## src/rtl/crc16_frame_pkg.sv

```systemverilog
// Shared types for the serial CRC framer.
// Assumes: nothing beyond standard SystemVerilog.
package crc16_frame_pkg;
    // Frame phase: waiting, payload bits, 16 trailer bits.
    typedef enum logic [1:0] {
        PH_IDLE  = 2'd0,
        PH_BODY  = 2'd1,
        PH_CHECK = 2'd2
    } phase_e;
endpackage

```

## src/rtl/crc16_galois_reg.sv

```systemverilog
// Distributed-XOR CRC register. Each step shifts up one place. When use_fb
// is high, the feedback (din XOR MSB) is XORed into every bit where POLY has
// a 1. When use_fb is low, the register shifts plainly with zero fill.
// Assumes: POLY[0] is 1; clear has priority over step.
module crc16_galois_reg #(
    parameter int              W    = 16,
    parameter logic [W-1:0]    POLY = 16'h8005
) (
    input  logic         clk,
    input  logic         rst_n,
    input  logic         clear,
    input  logic         step,
    input  logic         use_fb,
    input  logic         din,
    output logic [W-1:0] crc_q,
    output logic [W-1:0] crc_nxt
);
    logic         fb;
    logic [W-1:0] fb_vec;
    logic [W-1:0] stepped;

    // Feedback bit from the incoming data and the top of the register.
    assign fb = din ^ crc_q[W-1];

    // Tap vector: feedback lands only where the polynomial has a term.
    for (genvar i = 0; i < W; i++) begin : g_tap
        if (POLY[i]) begin : g_on
            assign fb_vec[i] = fb & use_fb;
        end else begin : g_off
            assign fb_vec[i] = 1'b0;
        end
    end

    // Next register value for a step, cleared value, or hold.
    always_comb begin
        stepped = {crc_q[W-2:0], 1'b0} ^ fb_vec;
        if (clear)      crc_nxt = '0;
        else if (step)  crc_nxt = stepped;
        else            crc_nxt = crc_q;
    end

    // Register update.
    always_ff @(posedge clk) begin
        if (!rst_n) crc_q <= '0;
        else        crc_q <= crc_nxt;
    end

    AST_CLEAR_ZEROES: assert property (@(posedge clk) disable iff (!rst_n)
        clear |=> (crc_q == '0));
    AST_HOLD_WHEN_IDLE: assert property (@(posedge clk) disable iff (!rst_n)
        (!clear && !step) |=> $stable(crc_q));
endmodule

```

## src/rtl/crc16_frame_ctrl.sv

```systemverilog
// Frame sequencer. It tracks idle, payload and trailer phases, latches the
// direction at start of frame, and counts the 16 trailer bits.
// Assumes: eop is only meaningful on an accepted payload bit; sof wins
// over everything else in its cycle.
module crc16_frame_ctrl
    import crc16_frame_pkg::*;
#(
    parameter int W = 16
) (
    input  logic clk,
    input  logic rst_n,
    input  logic rx_mode,
    input  logic sof,
    input  logic eop,
    input  logic din_valid,
    output logic clear,
    output logic step,
    output logic use_fb,
    output logic tx_trailer,
    output logic last_bit,
    output logic rx_q
);
    localparam int               CNT_W    = $clog2(W) + 1;
    localparam logic [CNT_W-1:0] CNT_LAST = CNT_W'(W - 1);

    phase_e           phase;
    logic [CNT_W-1:0] cnt;
    logic             rx_lat;
    logic             accept;

    // Decode of the current phase into datapath controls.
    always_comb begin
        accept     = din_valid && !sof && (phase != PH_IDLE);
        clear      = sof;
        step       = accept;
        tx_trailer = (phase == PH_CHECK) && !rx_lat;
        use_fb     = !tx_trailer;
        last_bit   = accept && (phase == PH_CHECK) && (cnt == CNT_LAST);
        rx_q       = rx_lat;
    end

    // Phase, trailer counter and direction latch.
    always_ff @(posedge clk) begin
        if (!rst_n) begin
            phase  <= PH_IDLE;
            cnt    <= '0;
            rx_lat <= 1'b0;
        end else if (sof) begin
            phase  <= PH_BODY;
            cnt    <= '0;
            rx_lat <= rx_mode;
        end else if (accept) begin
            if (phase == PH_BODY) begin
                if (eop) phase <= PH_CHECK;
            end else if (phase == PH_CHECK) begin
                if (cnt == CNT_LAST) begin
                    phase <= PH_IDLE;
                    cnt   <= '0;
                end else begin
                    cnt <= cnt + CNT_W'(1);
                end
            end
        end
    end

    AST_CNT_BOUND: assert property (@(posedge clk) disable iff (!rst_n)
        cnt <= CNT_LAST);
    AST_MODE_HELD: assert property (@(posedge clk) disable iff (!rst_n)
        !sof |=> $stable(rx_lat));
    AST_LAST_ENDS_FRAME: assert property (@(posedge clk) disable iff (!rst_n)
        (last_bit && !sof) |=> (phase == PH_IDLE));
endmodule

```

## src/rtl/crc16_serial_framer.sv

```systemverilog
// Serial CRC-16 frame generator and checker. When sending, payload passes
// through and the check value replaces the 16 trailer positions. When
// receiving, payload plus the check bits must leave a zero remainder.
// Assumes: one bit per valid cycle; frames are opened by a sof strobe.
module crc16_serial_framer #(
    parameter int           W    = 16,
    parameter logic [W-1:0] POLY = 16'h8005
) (
    input  logic clk,
    input  logic rst_n,
    input  logic rx_mode,
    input  logic sof,
    input  logic eop,
    input  logic din,
    input  logic din_valid,
    output logic dout,
    output logic dout_valid,
    output logic done,
    output logic crc_error
);
    logic         clear, step, use_fb, tx_trailer, last_bit, rx_q;
    logic [W-1:0] crc_q, crc_nxt;
    logic         done_q, err_q;

    crc16_frame_ctrl #(.W(W)) u_ctrl (
        .clk        (clk),
        .rst_n      (rst_n),
        .rx_mode    (rx_mode),
        .sof        (sof),
        .eop        (eop),
        .din_valid  (din_valid),
        .clear      (clear),
        .step       (step),
        .use_fb     (use_fb),
        .tx_trailer (tx_trailer),
        .last_bit   (last_bit),
        .rx_q       (rx_q)
    );

    crc16_galois_reg #(.W(W), .POLY(POLY)) u_reg (
        .clk     (clk),
        .rst_n   (rst_n),
        .clear   (clear),
        .step    (step),
        .use_fb  (use_fb),
        .din     (din),
        .crc_q   (crc_q),
        .crc_nxt (crc_nxt)
    );

    // Serial output: check value MSB in the send trailer, else pass-through.
    assign dout       = tx_trailer ? crc_q[W-1] : din;
    assign dout_valid = step;
    assign done       = done_q;
    assign crc_error  = err_q;

    // End-of-frame report, judged on the remainder after the last bit.
    always_ff @(posedge clk) begin
        if (!rst_n) begin
            done_q <= 1'b0;
            err_q  <= 1'b0;
        end else begin
            done_q <= last_bit;
            err_q  <= last_bit && rx_q && (crc_nxt != '0);
        end
    end

    AST_DONE_SINGLE: assert property (@(posedge clk) disable iff (!rst_n)
        done |=> !done);
    AST_ERR_WITH_DONE: assert property (@(posedge clk) disable iff (!rst_n)
        crc_error |-> done);
    AST_TX_NO_ERR: assert property (@(posedge clk) disable iff (!rst_n)
        (done && !rx_q) |-> !crc_error);
    AST_NO_OUT_ON_SOF: assert property (@(posedge clk) disable iff (!rst_n)
        sof |-> !dout_valid);
endmodule

```

## config.mk

```make
export PLATFORM = sky130hd
export DESIGN_NAME = crc16_serial_framer
export DESIGN_NICKNAME = d
export VERILOG_FILES = /design/src/rtl/crc16_frame_pkg.sv /design/src/rtl/crc16_galois_reg.sv /design/src/rtl/crc16_frame_ctrl.sv /design/src/rtl/crc16_serial_framer.sv
export SDC_FILE = /design/constraint.sdc
export NUM_CORES = 1
export LEC_CHECK = 0
export BUFFER_PORTS_ARGS = -buffer_cell sky130_fd_sc_hd__buf_2
export CAP_MARGIN = 25
export CORE_MARGIN = 8
export CORE_UTILIZATION = 50
export CTS_CLUSTER_SIZE = 30
export DETAILED_ROUTE_END_ITERATION = 16
export PLACE_DENSITY_LB_ADDON = 0.08
export SLEW_MARGIN = 40
export SYNTH_ARGS = -nofsm -noshare
export SYNTH_HDL_FRONTEND = slang
export SYNTH_HIERARCHICAL = 1
export SYNTH_SLANG_ARGS = --single-unit
```

## constraint.sdc

```tcl
create_clock -name clk -period 2.8 [get_ports clk]
set_input_delay 0.42 -clock clk [delete_from_list [all_inputs] [get_ports clk]]
set_output_delay 0.42 -clock clk [all_outputs]
set_load 0.03 [all_outputs]
```

==> impl_metrics.csv, run 1 <==
group,metric,value,unit
run_status,status,"finished clean",
final_layout,drive_above_1_share,13.8,%
synth,syn_area,1360,um^2
global_routing,grt_max_degree,38,
setup_path,r2r_cells,10,
power_and_ir_drop,switching_share,21.4,%
power_and_ir_drop,clkPwrFrac,37.4,%
die,core,2660,um^2
setup_path,worstSetupPathType,"reg2reg",
synth,yosysTopAreaCellShare,38.4,%
min_path,min_from,"rx_mode",
sta,fin_crit,2.40,ns
synth,avgSynthCellArea,8.97,um^2
min_path,hold_path_depth,3,
routing,wl_per_cell,14.4,um
cts,clockRootBuffer,"clkbuf_4",
power_and_ir_drop,p_leak,0.566,nW
sta,maxSlewHeadroom,62.6,%
cts,numCtsBuffers,3,
routing,drc,0,
synth,yosysWarnings,6,
synth,yosysTopAreaCell,"dfxtp_1",
final_layout,filler_cell_count,275,
cts,h-tree-depth,1,
setup_path,worstSetupStartpointType,"flop",
cts,cts-resized-gates,0,
synth,synthTopCellsByArea,"dfxtp_1 38%, mux2i_1 11%, nor3_1 4.8%",
die,die_area,4630,um^2
setup_path,rr_startpoint,"u_ctrl/phase[0]",
die,initial_core_util,50.9,%
cts,insertion_delay,0.32,ns
routing,vias_per_cell,5.84,
placed_design,globalplace.congestion,0.749,
die,die_y,68.1,um
setup_path,worst_ep_arrival_time,2.62,ns
global_routing,grt_pass1_wl,4740,um
synth,syn_inst,151,
cts,ctsLongestPathBuffers,2,
final_layout,diodes,0,
synth,synth-seq-cells,26,
sta,setup_ws,0.400,ns
setup_path,endpoint_kind,"flop",
min_path,holdPathEnd,"u_ctrl/rx_q",
routing,vias,1115,
power_and_ir_drop,internal_power,0.536,mW
power_and_ir_drop,p_seq_share,54.9,%
global_routing,overflow,0,
setup_path,required,3.02,ns
sta,fmax,0.417,GHz
final_layout,layout_common_cells,"26 x dfxtp_1, 15 x nor2_1, 15 x mux2i_1",
placed_design,io_buffers,10,
sta,hold_violations,0,
global_routing,grt_antenna_before_repair,0,
synth,synth_enable_flop_cells,0,
run,maxCapViolations,0,
cts,cts_setup_buffers,0,
synth,synth_cell_types,41,
placed_design,place_inst,187,
power_and_ir_drop,switchingPower,0.146,mW
routing,drtIter0Drc,84,
synth,synth_ff_type,"dfxtp_1",
sta,tns,0,ns
final_layout,final_common_cell,"dfxtp_1",
sta,tightest_slew,0.560,ns
synth,ys_async_sr_fraction,0,%
placed_design,place_ws,0.434,ns
setup_path,r2r-end,"crc_error",
setup_path,r2r_slack,0.40,ns
final_layout,fin_nets,172,
sta,period_share,85.7,%
global_routing,track_usage,12.9,%
power_and_ir_drop,finalPower,0.682,mW
routing,ant_nets,0,
power_and_ir_drop,power-per-cell-area,464,nW/um^2
setup_path,cp_max_fo,25,
min_path,min_path_type,"in2reg",
cts,cts_tree,"done",
routing,first_pass_iters,4,
synth,syn_nets,162,
die,ioPinCount,11,
sta,finalSetupViolations,0,
cts,cts.sinks,26,
routing,wirelength,2740,um
final_layout,stdcell_count,191,
power_and_ir_drop,p_comb_share,7.7,%
power_and_ir_drop,ir_drop,0.000372,V
sta,fin_skew,0.00830,ns
sta,slew_viol_final,0,
final_layout,area_growth,8.59,%
die,rows,19,
placed_design,dp.final_hpwl,1990,um
die,die_x,68.1,um
cts,cts_hold_buf,0,
global_routing,grt_pass1_vias,1123,
synth,yosysSeqAreaShare,38.4,%
sta,grt_setup_unrepaired,"no",
cts,clkTransAtPathRegs,0.13,ns
==> worst max-delay path by stage <==
stage | from | to | cells after the start
after floorplan | u_ctrl/phase[1] | crc_error | 12
after global placement | u_ctrl/phase[1] | crc_error | 10
after detailed placement | u_ctrl/phase[1] | crc_error | 10
after CTS | u_ctrl/phase[1] | crc_error | 10
after global routing | u_ctrl/phase[0] | crc_error | 10
final | u_ctrl/phase[0] | crc_error | 10
==> power by group through the flow <==
stage          sequential (mW)  clock [mW]  combinational [mW]
3_3_place_gp             0.382           0              0.0512
4_1_cts                  0.374       0.264              0.0526
2_1_floorplan            0.382           0              0.0392
6_report                 0.374       0.255              0.0525
3_5_place_dp             0.382           0              0.0527
5_1_grt                  0.375       0.281              0.0575
==> cells in the mapped netlist (all sizes together), types with 5 or more instances <==
cell type and number:
a21oi 5, mux2i 15, dfxtp 26, nor3 16, nor2b 5, nor2 15, inv 8, nor4 5
o21ai 7, buf 6
==> kinds of logic (layout without fill, tap and decap cells) <==
kind of cell,after synthesis,count (layout),synth area share (%)
AO/OA/AOI/OAI,22,22,9.88
XOR/XNOR,1,1,0.646
adder cells (fa/ha/maj),4,4,3.69
buffers and inverters,16,25,6.65
flip-flops,26,26,38.4
multiplexers,16,16,11.9
AND/OR/NAND/NOR,66,66,28.8
==> per-layer routing <==
layer | up-vias | wire length (um) | track usage [%]
met5 | - | 0 | 0
met4 | 0 | 28 | 5.88
li1 | 567 | - | -
met2 | 15 | 1390 | 23.7
met1 | 529 | 1250 | 14.1
met3 | 4 | 66 | 2.29
==> through the flow <==
stage	cell area, um^2	hold WS, ns	utilization [%]
floorplan	1360	0.419	-
global placement	1420	0.429	53.3
detailed placement	1420	0.447	53.3
CTS	1470	0.359	55.3
global route	1470	0.368	55.3
finish	1470	0.373	55.3
==> worst max-delay path: stages (launching register included) <==
cell     delay [ns]
dfxtp_1        0.39
inv_1          0.07
ha_1           0.19
or3b_1         0.37
inv_1          0.12
buf_12         0.19
mux2i_1        0.25
nor2_1         0.07
nor4_1         0.33
nand4_1        0.13
and3_1         0.20
==> cell type report <==
class                      count  area (um^2)  share of cell area, %
clock inverter                 1         30.0                   2.04
inverter                       8         30.0                   2.04
multi-input combinational    109          744                   50.6
sequential                    26          520                   35.4
clock buffer                   3         22.5                   1.53
tap                           31         38.8                   2.64
timing repair buffer          13         85.1                   5.78
==> flip-flops by register name (all words and copies together) (netlist names) <==
signal and count:
crc_error 1, done 1, u_ctrl/cnt 5, u_ctrl/phase 2
u_ctrl/rx_q 1, u_reg/crc_q 16
No activity file was read; power rests on OpenSTA's default activity.
==> inputs of run 2 (changes only) <==
--- a/config.mk
+++ b/config.mk
@@ -12,6 +12,7 @@
 export CTS_CLUSTER_SIZE = 30
 export DETAILED_ROUTE_END_ITERATION = 16
 export PLACE_DENSITY_LB_ADDON = 0.08
+export RECOVER_POWER = 25
 export SLEW_MARGIN = 40
 export SYNTH_ARGS = -nofsm -noshare
 export SYNTH_HDL_FRONTEND = slang
==> impl_metrics.csv, run 2 (synthesis gave the netlist of run 1 again) <==
group,metric,value,unit
sta,tightest_slew,0.560,ns
routing,drc,0,
sta,maxSlewHeadroom,62.6,%
die,die_y,68.1,um
setup_path,cp_top_family,"simple AND/OR/NAND/NOR gates",
global_routing,busiest_layer,"met2",
setup_path,endpoint_kind,"flop",
routing,drtIter0Drc,83,
setup_path,worstSetupStartpointType,"flop",
placed_design,dp.final_hpwl,1990,um
routing,wl_per_cell,14.3,um
min_path,min_path_type,"in2reg",
die,core,2660,um^2
power_and_ir_drop,finalPower,0.682,mW
final_layout,filler_cell_count,276,
setup_path,cp_max_fo,25,
placed_design,io_buffers,10,
placed_design,place_inst,187,
die,die_area,4630,um^2
power_and_ir_drop,p_leak,0.553,nW
sta,tns,0,ns
setup_path,crit_top_cell,"inv_1",
routing,vias,1113,
cts,insertion_delay,0.32,ns
placed_design,place_ws,0.434,ns
global_routing,grt_max_degree,38,
final_layout,largestRegisters,"u_reg/crc_q x16, u_ctrl/cnt x5, u_ctrl/phase x2",
run_status,status,"finished clean",
cts,cts.sinks,26,
sta,fmax,0.416,GHz
setup_path,r2r_cells,10,
final_layout,largest_register_ffs,16,
setup_path,slowest_stage,"dfxtp_1",
cts,h-tree-depth,1,
final_layout,stdcell_count,191,
final_layout,drive_above_1_share,11.9,%
die,initial_core_util,50.9,%
routing,wirelength,2740,um
run,maxCapViolations,0,
final_layout,final_common_cell,"dfxtp_1",
sta,grt_setup_unrepaired,"no",
power_and_ir_drop,power-per-cell-area,465,nW/um^2
min_path,hold_path_depth,3,
setup_path,critical-path-max-stage-delay,0.39,ns
placed_design,placed_area,1420,um^2
global_routing,grt_use_met3,2.29,%
cts,cts-resized-gates,0,
cts,cts_setup_buffers,0,
global_routing,track_usage,12.9,%
sta,finalSetupViolations,0,
global_routing,grt_antenna_before_repair,0,
final_layout,largest-register,"u_reg/crc_q",
global_routing,met2_usage,23.7,%
setup_path,worstPathCellList,"inv_1 -> ha_1 -> or3b_1 -> inv_1 -> buf_12 -> mux2i_1 -> nor2_1 -> nor4_1 -> nand4_1 -> and3_1",
global_routing,grt_pass1_wl,4740,um
final_layout,layout_common_cells,"26 x dfxtp_1, 15 x nor2_1, 15 x mux2i_1",
final_layout,final_area,1470,um^2
final_layout,area_growth,8.13,%
cts,ctsLongestPathBuffers,2,
global_routing,grt_pass1_vias,1123,
final_layout,diodes,0,
die,ioPinCount,11,
routing,vias_per_cell,5.83,
setup_path,cp.depth,10,
cts,numCtsBuffers,3,
setup_path,worst_ep_arrival_time,2.63,ns
power_and_ir_drop,ir_drop,0.000372,V
cts,clockRootBuffer,"clkbuf_4",
sta,hold_violations,0,
cts,clkTransAtPathRegs,0.13,ns
final_layout,fin_nets,172,
sta,fin_skew,0.00866,ns
die,die_x,68.1,um
global_routing,overflow,0,
cts,cts_tree,"done",
routing,first_pass_iters,4,
sta,slew_viol_final,0,
sta,fin_crit,2.40,ns
global_routing,use_met1,14.1,%
placed_design,globalplace.congestion,0.749,
sta,period_share,85.8,%
setup_path,worstSetupPathType,"reg2reg",
routing,ant_nets,0,
setup_path,cp_num_buf_inv,3,
die,rows,19,
setup_path,required,3.02,ns
cts,cts_hold_buf,0,
sta,setup_ws,0.398,ns
## run 2: cell types whose count changed in the layout (fill, tap and decap cells not counted), sizes merged
cell / change
clkbuf: +3
buf: -3
## run 2: report_power, final
part / leakage, nW / internal (mW) / switching, mW / total (mW)
sequential: 0.210 / 0.373 / 0.00193 / 0.374
combinational: 0.315 / 0.0188 / 0.0333 / 0.0521
clock: 0.0279 / 0.145 / 0.110 / 0.255
total: 0.553 / 0.536 / 0.146 / 0.682
## run 2: final timing paths
check                       start       endpoint  slack (ns)
hold reg to reg     u_ctrl/cnt[4]  u_ctrl/cnt[4]        0.47
hold / removal            rx_mode    u_ctrl/rx_q        0.37
setup reg to reg  u_ctrl/phase[0]      crc_error        0.40
setup / recovery  u_ctrl/phase[0]      crc_error        0.40
## run 2: per-stage QoR
step	hold slack, ns	utilization [%]
after floorplan	0.419	-
after global placement	0.429	53.3
after detailed placement	0.447	53.3
after CTS	0.359	55.3
after global routing	0.368	55.0
final	0.373	55.0
## run 2: worst register-to-register path, cell delays in order (launching register included)
cell	delay [ns]
dfxtp_1	0.39
inv_1	0.07
ha_1	0.19
or3b_1	0.37
inv_1	0.12
buf_12	0.19
mux2i_1	0.26
nor2_1	0.07
nor4_1	0.33
nand4_1	0.13
and3_1	0.20
## run 2: final cells by class
cell class	instances	area, um^2	share of cell area [%]
tap	31	38.8	2.65
clock buffer	3	22.5	1.54
multi-input combinational	109	744	50.8
timing repair buffer	13	78.8	5.38
inverter	8	30.0	2.05
clock inverter	1	30.0	2.05
sequential	26	520	35.5
## run 2: metal layers
metal	part of all wire (%)	up-vias	wire length, um
li1	-	567	-
met1	46	529	1260
met2	51	13	1390
met3	2.2	4	59
met4	1.0	0	28
met5	0	-	0
